===== src/rtl/mac_pkg.sv =====
package mac_pkg;
  typedef struct packed {
    logic is_signed;
    logic sub;
    logic load;
  } mac_ctrl_t;

  localparam int CTRL_W = $bits(mac_ctrl_t);
endpackage


===== src/rtl/mac_stage.sv =====
module mac_stage #(
  parameter int W  = 8,
  parameter bit EN = 1'b1
) (
  input  logic         clk,
  input  logic         rst,
  input  logic         ce,
  input  logic [W-1:0] d,
  output logic [W-1:0] q
);
  generate
    if (EN) begin : g_reg
      logic [W-1:0] r;
      always_ff @(posedge clk) begin
        if (rst)     r <= '0;
        else if (ce) r <= d;
      end
      assign q = r;

      // a stalled stage keeps its contents
      a_r10_stage_hold: assert property (@(posedge clk) disable iff (rst)
        !ce |=> $stable(q));
    end else begin : g_wire
      assign q = d;
    end
  endgenerate
endmodule


===== src/rtl/mac_mult.sv =====
module mac_mult
  import mac_pkg::*;
#(
  parameter int A_W  = 8,
  parameter int B_W  = 8,
  parameter bit PIPE = 1'b1,
  localparam int P_W = A_W + B_W
) (
  input  logic           clk,
  input  logic           rst,
  input  logic           ce,
  input  logic [A_W-1:0] a,
  input  logic [B_W-1:0] b,
  input  mac_ctrl_t      ctrl_in,
  output logic [P_W-1:0] prod,
  output mac_ctrl_t      ctrl_out
);
  logic signed [A_W:0]     ax;
  logic signed [B_W:0]     bx;
  logic signed [P_W+1:0]   full;
  logic [P_W+CTRL_W-1:0]   st_d, st_q;

  always_comb begin
    ax   = {ctrl_in.is_signed & a[A_W-1], a};
    bx   = {ctrl_in.is_signed & b[B_W-1], b};
    full = ax * bx;
  end

  assign st_d = {full[P_W-1:0], ctrl_in};

  mac_stage #(.W(P_W + CTRL_W), .EN(PIPE)) u_pipe (
    .clk(clk), .rst(rst), .ce(ce), .d(st_d), .q(st_q)
  );

  assign prod     = st_q[P_W+CTRL_W-1:CTRL_W];
  assign ctrl_out = mac_ctrl_t'(st_q[CTRL_W-1:0]);
endmodule


===== src/rtl/mac_accum.sv =====
module mac_accum
  import mac_pkg::*;
#(
  parameter int P_W   = 16,
  parameter int ACC_W = 32
) (
  input  logic             clk,
  input  logic             rst,
  input  logic             ce,
  input  logic [P_W-1:0]   prod,
  input  mac_ctrl_t        ctrl,
  output logic [ACC_W-1:0] acc_q,
  output logic             ovf_q
);
  localparam int EXT_W = ACC_W - P_W;

  logic [ACC_W-1:0] ext, base, acc_n;
  logic [ACC_W:0]   sum_w;
  logic             ovf_now, ovf_d;
  logic             s_base, s_ext, s_res;

  always_comb begin
    ext    = {{EXT_W{ctrl.is_signed & prod[P_W-1]}}, prod};
    base   = ctrl.load ? '0 : acc_q;
    sum_w  = ctrl.sub ? ({1'b0, base} - {1'b0, ext}) : ({1'b0, base} + {1'b0, ext});
    acc_n  = sum_w[ACC_W-1:0];
    s_base = base[ACC_W-1];
    s_ext  = ext[ACC_W-1];
    s_res  = acc_n[ACC_W-1];
    if (ctrl.load)
      ovf_now = 1'b0;
    else if (ctrl.is_signed)
      ovf_now = ctrl.sub ? ((s_base != s_ext) && (s_res != s_base))
                         : ((s_base == s_ext) && (s_res != s_base));
    else
      ovf_now = sum_w[ACC_W];
    ovf_d = ctrl.load ? 1'b0 : (ovf_q | ovf_now);
  end

  always_ff @(posedge clk) begin
    if (rst) begin
      acc_q <= '0;
      ovf_q <= 1'b0;
    end else if (ce) begin
      acc_q <= acc_n;
      ovf_q <= ovf_d;
    end
  end

  // flag persists without a load
  a_r7_ovf_sticky: assert property (@(posedge clk) disable iff (rst)
    (ce && !ctrl.load && ovf_q) |=> ovf_q);
  // load clears the flag
  a_r4_load_clears: assert property (@(posedge clk) disable iff (rst)
    (ce && ctrl.load) |=> !ovf_q);
  // stall freezes accumulator and flag
  a_r10_acc_freeze: assert property (@(posedge clk) disable iff (rst)
    !ce |=> ($stable(acc_q) && $stable(ovf_q)));
  // synchronous clear
  a_r11_acc_reset: assert property (@(posedge clk)
    rst |=> (acc_q == '0 && !ovf_q));
endmodule


===== src/rtl/mac_unit.sv =====
module mac_unit
  import mac_pkg::*;
#(
  parameter int A_W      = 8,
  parameter int B_W      = 8,
  parameter int GUARD    = 16,
  parameter bit IN_A_REG = 1'b1,
  parameter bit IN_B_REG = 1'b1,
  parameter bit PIPE_REG = 1'b1,
  parameter bit OUT_REG  = 1'b1,
  localparam int P_W     = A_W + B_W,
  localparam int ACC_W   = P_W + GUARD
) (
  input  logic             clk,
  input  logic             rst,
  input  logic             ce,
  input  logic [A_W-1:0]   a_in,
  input  logic [B_W-1:0]   b_in,
  input  logic [A_W-1:0]   chain_a_in,
  input  logic [B_W-1:0]   chain_b_in,
  input  logic             use_chain,
  input  logic             is_signed,
  input  logic             sub,
  input  logic             load,
  output logic [A_W-1:0]   chain_a_out,
  output logic [B_W-1:0]   chain_b_out,
  output logic [ACC_W-1:0] acc_out,
  output logic             ovf_out
);
  localparam bit CTRL_REG = IN_A_REG | IN_B_REG;

  logic [A_W-1:0]    a_sel, a_q;
  logic [B_W-1:0]    b_sel, b_q;
  mac_ctrl_t         ctrl_d, ctrl_q, ctrl_m;
  logic [CTRL_W-1:0] ctrl_qb;
  logic [P_W-1:0]    prod;
  logic [ACC_W-1:0]  acc_q;
  logic              ovf_q;
  logic [ACC_W:0]    out_d, out_q;

  assign a_sel  = use_chain ? chain_a_in : a_in;
  assign b_sel  = use_chain ? chain_b_in : b_in;
  assign ctrl_d = '{is_signed: is_signed, sub: sub, load: load};

  mac_stage #(.W(A_W), .EN(IN_A_REG)) u_in_a (
    .clk(clk), .rst(rst), .ce(ce), .d(a_sel), .q(a_q)
  );
  mac_stage #(.W(B_W), .EN(IN_B_REG)) u_in_b (
    .clk(clk), .rst(rst), .ce(ce), .d(b_sel), .q(b_q)
  );
  mac_stage #(.W(CTRL_W), .EN(CTRL_REG)) u_in_ctrl (
    .clk(clk), .rst(rst), .ce(ce), .d(ctrl_d), .q(ctrl_qb)
  );
  assign ctrl_q = mac_ctrl_t'(ctrl_qb);

  assign chain_a_out = a_q;
  assign chain_b_out = b_q;

  mac_mult #(.A_W(A_W), .B_W(B_W), .PIPE(PIPE_REG)) u_mult (
    .clk(clk), .rst(rst), .ce(ce), .a(a_q), .b(b_q),
    .ctrl_in(ctrl_q), .prod(prod), .ctrl_out(ctrl_m)
  );

  mac_accum #(.P_W(P_W), .ACC_W(ACC_W)) u_acc (
    .clk(clk), .rst(rst), .ce(ce), .prod(prod), .ctrl(ctrl_m),
    .acc_q(acc_q), .ovf_q(ovf_q)
  );

  assign out_d = {ovf_q, acc_q};

  mac_stage #(.W(ACC_W + 1), .EN(OUT_REG)) u_out (
    .clk(clk), .rst(rst), .ce(ce), .d(out_d), .q(out_q)
  );

  assign acc_out = out_q[ACC_W-1:0];
  assign ovf_out = out_q[ACC_W];

  // outputs read zero after a reset edge
  a_r11_out_reset: assert property (@(posedge clk)
    rst |=> (acc_out == '0 && !ovf_out));
  // outputs frozen while stalled
  a_r10_out_freeze: assert property (@(posedge clk) disable iff (rst)
    !ce |=> ($stable(acc_out) && $stable(ovf_out)));
endmodule


===== config.mk =====
export PLATFORM = sky130hd
export DESIGN_NAME = mac_unit
export DESIGN_NICKNAME = d
export VERILOG_FILES = /design/src/rtl/mac_pkg.sv /design/src/rtl/mac_stage.sv /design/src/rtl/mac_mult.sv /design/src/rtl/mac_accum.sv /design/src/rtl/mac_unit.sv
export SDC_FILE = /design/constraint.sdc
export NUM_CORES = 1
export LEC_CHECK = 0
export BUFFER_PORTS_ARGS = -buffer_cell sky130_fd_sc_hd__buf_2
export CAP_MARGIN = 20
export CORE_ASPECT_RATIO = 1.25
export CORE_UTILIZATION = 35
export CTS_BUF_LIST = sky130_fd_sc_hd__clkbuf_4 sky130_fd_sc_hd__clkbuf_8 sky130_fd_sc_hd__clkbuf_16
export DETAILED_ROUTE_END_ITERATION = 16
export PLACE_DENSITY_LB_ADDON = 0.15
export SYNTH_ARGS = -nofsm -noshare
export SYNTH_HDL_FRONTEND = slang
export SYNTH_SLANG_ARGS = --single-unit
export TNS_END_PERCENT = 10

===== constraint.sdc =====
create_clock -name clk -period 6.75 [get_ports clk]
set_input_delay 1.35 -clock clk [delete_from_list [all_inputs] [get_ports clk]]
set_output_delay 1.35 -clock clk [all_outputs]
set_load 0.01 [all_outputs]

==> flow_summary.toml, run 1 <==
[timing]
tns_ns = 0
fmax_mhz = 179
rsz0062_at_grt = "false"
finalCriticalPeriod_ns = 5.59
setup_violations = 0
finalCritPeriodShare_pct = 82.8
relSlewSlack_pct = 44.2
hold_viol = 0
drv_slew = 0
worst_pin_slew_ns = 0.837
skew_ns = 0.0104

[cts]
clockRootBuffer = "clkbuf_16"
cts_tree = "done"
htree_levels = 3
cts_resized = 0
cts_made_buffers = 9
cts.sinks = 104
clk_pin_slew_worst_paths_ns = 0.08
clock_latency_ns = 0.37
cts_buffer_depth = 2
ctsHoldBuffers = 0
post_cts_buffers = 0

[layout]
nNetsFinal = 1239
drive_above_1_share_pct = 11.4
area_delta_synth_final_pct = 11.2
insertedDiodeCount = 0

[drt]
firstDrtPassIters = 6
drt-initial-drc-count = 197
viasPerCell = 4.83
drcViolationCount = 0
ant_nets = 0
routed_wl_um = 20200
vias = 6781
drt-wirelength-per-cell_um = 14.4

[power_and_ir_drop]
powerDensity_nw_per_um2 = 289
peakVddDrop_mv = 0.129
power.leakage_nw = 4.76
fin_total_pwr_mw = 2.83

[synthesis]
synth_top_area_cell = "dfxtp_1"
async_flop_share_pct = 0
synth_nets = 1194
synth-seq-cells = 104
ys_seq_area_share_pct = 23.6
synth_cells = 1024
synth-main-ff-cell = "dfxtp_1"
ys_top_cells_by_area = "dfxtp_1 (24%), fa_1 (15%), mux2i_1 (9.8%), ha_1 (9.5%), nor2_1 (5.2%)"
synth_edf_count = 0
yosysTopAreaCellShare_pct = 23.6
synth_warnings = 0
syn_avg_cell_area_um2 = 8.62
synth_cell_types = 56
synthesis.area_um2 = 8830

[setup_path]
slowest_stage = "fa_1"
cp.buffers_inverters = 3
cp.arrival_ns = 5.83
path_max_fanout = 12
slowest_delay_ns = 0.55
critPathKind = "reg -> reg"
path_cells = "nand2_1 > or2_2 > fa_1 > fa_1 > inv_1 > fa_1 > fa_1 > inv_1 > fa_1 > inv_1 > ha_1 > a21oi_1 > o21bai_1 > a21oi_1 > o21bai_1 > a211oi_1 > xnor2_1 > mux2i_1 > nor2_1"
crit_path_frequent_cell = "fa_1"
endpoint_kind = "register"
critPathRequiredTime_ns = 6.99
start_kind = "register"
critical_path.top_delay_family = "adder cells"

[outcome]
status = "finished, final reports clean"

[die]
rows = 64
dieArea_um2 = 25900
initial_core_util_pct = 35.9
core_um2 = 24600
fp.dieW_um = 144
die_h_um = 180
io-pin-count = 88

[global_routing]
antenna_found_initial = 0
gr-total-overflow = 0
grt_first_pass_wirelength_um = 34000
grt_max_degree = 76
first_global_vias = 6662
gr-usage-all-layers_pct = 16.7

[placed_design]
io_buffer_count = 87
dp_hpwl_um = 15300
place.gp.congestion = 0.824

[worst_hold_path]
hold_class = "reg -> reg"

[job]
drv_cap = 0
cells by family (layout without fill, tap and decap cells):
kind of cell / count (synthesis) / count (layout) / synth area share (%)
fa+ha+maj: 131 / 131 / 24.0
flops: 104 / 104 / 23.6
xor+xnor: 54 / 54 / 5.36
simple gates: 327 / 327 / 17.9
mux: 86 / 86 / 9.75
buf+inv: 156 / 206 / 6.73
compound gates: 166 / 166 / 12.7
synth_stat cells, types with 2 or more instances:
cell	number
and3_1	8
ha_1	67
nor2_1	123
a41oi_1	2
o32a_1	2
mux2i_1	86
a211oi_1	23
dfxtp_1	104
nand4_1	5
nand4b_1	2
o21bai_1	5
a2111oi_0	2
a21boi_0	2
nand2b_1	17
nand3b_1	5
or2_2	4
a31oi_1	7
and2_1	27
xor2_1	16
o22ai_1	6
nand3_1	14
nor3_1	9
xnor2_1	38
nor3b_1	5
clkbuf_1	49
o21a_1	6
a21o_1	21
nor2b_1	35
nor4_1	4
fa_1	64
inv_1	97
nand2_1	63
o311ai_0	3
o21ai_1	2
o21ai_0	15
or4_1	2
buf_1	8
a21oi_1	55
a211o_1	3
a21oi_4	2
per-layer routing:
metal	global-route usage, %	share of wire [%]	vias to the layer above
li1	-	-	3522
met1	21.3	46	3158
met2	28.7	50	81
met3	1.92	2.0	20
met4	5.40	1.8	0
met5	0	0	-
placed cells by master (no fill, tap or decap), drive strengths merged, types with 23 or more instances in the layout:
| cell type | Yosys | routed |
|---|---|---|
| nand2 | 63 | 63 |
| inv | 97 | 98 |
| a21oi | 57 | 57 |
| nor2 | 123 | 123 |
| a211oi | 23 | 23 |
| buf | 10 | 93 |
| nor2b | 35 | 35 |
| dfxtp | 104 | 104 |
| ha | 67 | 67 |
| and2 | 27 | 27 |
| xnor2 | 38 | 38 |
| mux2i | 86 | 86 |
| fa | 64 | 64 |
worst paths after layout:
kind / start / slack (ns) / endpoint / cells after the start
hold reg to reg: u_out.q[5] / 0.49 / u_out.q[5] / 2
setup / recovery: u_in_b.q[7] / 1.16 / u_mult.u_pipe.q[18] / 19
setup reg to reg: u_in_b.q[7] / 1.16 / u_mult.u_pipe.q[18] / 19
hold / removal: u_out.q[5] / 0.49 / u_out.q[5] / 2
power breakdown:
part	total (mW)	leakage, nW	internal, mW	switching (mW)
Combinational	1.43	3.76	0.645	0.789
Sequential	0.833	0.852	0.729	0.103
Clock	0.567	0.152	0.311	0.257
sequential cells by signal (all words and copies together) (netlist names):
name,count
u_in_b.q,8
u_in_a.q,8
u_mult.u_pipe.q,19
u_acc.ovf_q,1
u_acc.acc_q,32
u_out.q,33
u_in_ctrl.q,3
metrics by stage:
stage	area, um^2	worst slack, ns	hold slack [ns]	cells	util (%)
after CTS	9820	1.13	0.495	1404	39.9
final	9820	1.16	0.486	1404	39.9
after global placement	9500	1.27	0.466	1388	38.6
after detailed placement	9500	1.17	0.476	1388	38.6
after global routing	9820	0.660	0.514	1404	39.9
after floorplan	8830	1.41	0.454	1024	-
layout make-up:
cell class	instances	area, um^2
timing repair buffer	93	489
fill	2554	14800
inverter	97	364
sequential	104	2080
tap	330	413
multi-input combinational	764	6150
clock inverter	5	63.8
clock buffer	11	253
worst register-to-register path, stage by stage (launching register included):
cell      delay (ns)
dfxtp_1         0.54
nand2_1         0.30
or2_2           0.37
fa_1            0.51
fa_1            0.55
inv_1           0.06
fa_1            0.50
fa_1            0.54
inv_1           0.05
fa_1            0.49
inv_1           0.04
ha_1            0.33
a21oi_1         0.22
o21bai_1        0.09
a21oi_1         0.22
o21bai_1        0.12
a211oi_1        0.26
xnor2_1         0.11
mux2i_1         0.15
nor2_1          0.05
No activity file was read; power rests on OpenSTA's default activity.
==> run 2: changes to the inputs <==
==> constraint.sdc (replaced) <==
create_clock -name clk -period 5.1 [get_ports clk]
set_input_delay 1.02 -clock clk [delete_from_list [all_inputs] [get_ports clk]]
set_output_delay 1.02 -clock clk [all_outputs]
set_load 0.01 [all_outputs]
==> flow_summary.toml, run 2 (same netlist as run 1, synthesis figures left out) <==
[cts]
cts_made_buffers = 9
cts_buffer_depth = 2
ctsHoldBuffers = 0
clockRootBuffer = "clkbuf_16"
clk_pin_slew_worst_paths_ns = 0.07
clock_latency_ns = 0.36
cts.sinks = 104
htree_levels = 3
cts_tree = "done"

[layout]
area_delta_synth_final_pct = 13.6
fillCellCount = 2543
final_cells = 1423
largest_register_ffs = 33
final_common_cell = "nor2_1"
final_cell_mix = "nor2_1 (123), dfxtp_1 (97), inv_1 (96)"
drive_above_1_share_pct = 14.2
nNetsFinal = 1258
insertedDiodeCount = 0

[power_and_ir_drop]
powerDensity_nw_per_um2 = 383
peakVddDrop_mv = 0.166
power.leakage_nw = 4.87
fin_total_pwr_mw = 3.84

[global_routing]
grt_first_pass_wirelength_um = 34000
gr-usage-all-layers_pct = 16.4
grt_max_degree = 78
first_global_vias = 6939
gr-total-overflow = 0
antenna_found_initial = 0

[drt]
drt-initial-drc-count = 229
routed_wl_um = 20200
met3_length_um = 463
wl_met2_um = 10100
drt-wirelength-per-cell_um = 14.2
drcViolationCount = 0
firstDrtPassIters = 4
ant_nets = 0
viasPerCell = 4.86
maxUsedRoutingLayer = "met4"
wl_met1_um = 9420
vias = 6920

[timing]
setup_violations = 0
drv_slew = 0
setup_slack_ns = 0.332
worst_pin_slew_ns = 0.838
finalCritPeriodShare_pct = 93.5
hold_viol = 0
rsz0062_at_grt = "true"
relSlewSlack_pct = 44.1
skew_ns = 0.00801
tns_ns = 0
fmax_mhz = 210
finalCriticalPeriod_ns = 4.77

[die]
fp.dieW_um = 144
dieArea_um2 = 25900
initial_core_util_pct = 35.9
die_h_um = 180
rows = 64
core_um2 = 24600
io-pin-count = 88

[worst_hold_path]
hold_class = "reg -> reg"
hold_depth = 2

[setup_path]
r2r_cells = 19
start_kind = "register"
endpoint_kind = "register"
cp.arrival_ns = 5.00
r2r_slack_ns = 0.33
critPathKind = "reg -> reg"
path_max_fanout = 3
critPathRequiredTime_ns = 5.33

[placed_design]
dp_hpwl_um = 15600
io_buffer_count = 87
dpl.cell_count = 1406
place.gp.congestion = 0.843
dp_slack_ns = 0.0643

[job]
drv_cap = 0

[outcome]
status = "finished, final reports clean"
run 2: cell types whose count changed in the layout (fill, tap and decap cells not counted), moves of 2 or more:
| cell | before | now |
|---|---|---|
| a21oi_1 | 55 | 53 |
| a21oi_2 | 0 | 2 |
| buf_4 | 7 | 25 |
| bufinv_16 | 1 | 3 |
| clkbuf_8 | 2 | 0 |
| clkinv_2 | 0 | 4 |
| clkinv_4 | 2 | 0 |
| dfxtp_1 | 104 | 97 |
| dfxtp_2 | 0 | 7 |
run 2: worst paths after layout:
kind	start	to
setup / recovery	u_in_b.q[7]	u_mult.u_pipe.q[18]
hold / removal	u_out.q[26]	u_out.q[26]
hold reg to reg	u_out.q[26]	u_out.q[26]
setup reg to reg	u_in_b.q[7]	u_mult.u_pipe.q[18]
run 2: power breakdown:
group | leakage, nW | switching, mW | internal (mW) | total [mW]
logic | 3.85 | 1.09 | 0.873 | 1.96
registers | 0.854 | 0.121 | 0.967 | 1.09
clock network | 0.169 | 0.320 | 0.476 | 0.796
total | 4.87 | 1.53 | 2.32 | 3.84
run 2: what timing repair did:
action,4_1_cts,5_1_grt
hold endpoints to repair,0,0
resized for setup,0,11
endpoints found under the setup margin,0,4
setup buffers,0,1
run 2: critical path, stage by stage, from the launching register on:
cell and delay [ns]:
dfxtp_2 0.33, nand2_1 0.07, or2_2 0.28, fa_1 0.47
fa_1 0.54, inv_1 0.05, fa_1 0.48, fa_1 0.54
inv_1 0.05, fa_1 0.50, inv_1 0.06, ha_4 0.25
a21oi_2 0.17, o21bai_1 0.11, a21oi_2 0.15, o21bai_1 0.12
a211oi_2 0.21, xnor2_1 0.08, mux2i_1 0.13, nor2_1 0.05
run 2: layout make-up:
| class | count | area, um^2 | share of cell area, % |
|---|---|---|---|
| Inverter | 97 | 364 | 3.63 |
| Tap cell | 330 | 413 | 4.12 |
| Clock inverter | 7 | 110 | 1.10 |
| Timing Repair Buffer | 112 | 644 | 6.42 |
| Sequential cell | 104 | 2090 | 20.8 |
| Clock buffer | 9 | 225 | 2.24 |
| Multi-Input combinational cell | 764 | 6180 | 61.6 |
run 2: per-stage QoR:
stage / util [%] / instance area (um^2) / hold slack (ns)
after global routing: 40.8 / 10000 / 0.516
after global placement: 39.3 / 9660 / 0.467
final: 40.8 / 10000 / 0.487
after CTS: 40.7 / 9990 / 0.494
after detailed placement: 39.3 / 9660 / 0.477
after floorplan: - / 8850 / 0.454
run 2: per-layer routing:
metal / global-route usage (%) / vias to the layer above
li1: - / 3565
met1: 20.9 / 3243
met2: 28.7 / 97
met3: 2.02 / 15
met4: 4.85 / 0
met5: 0 / -
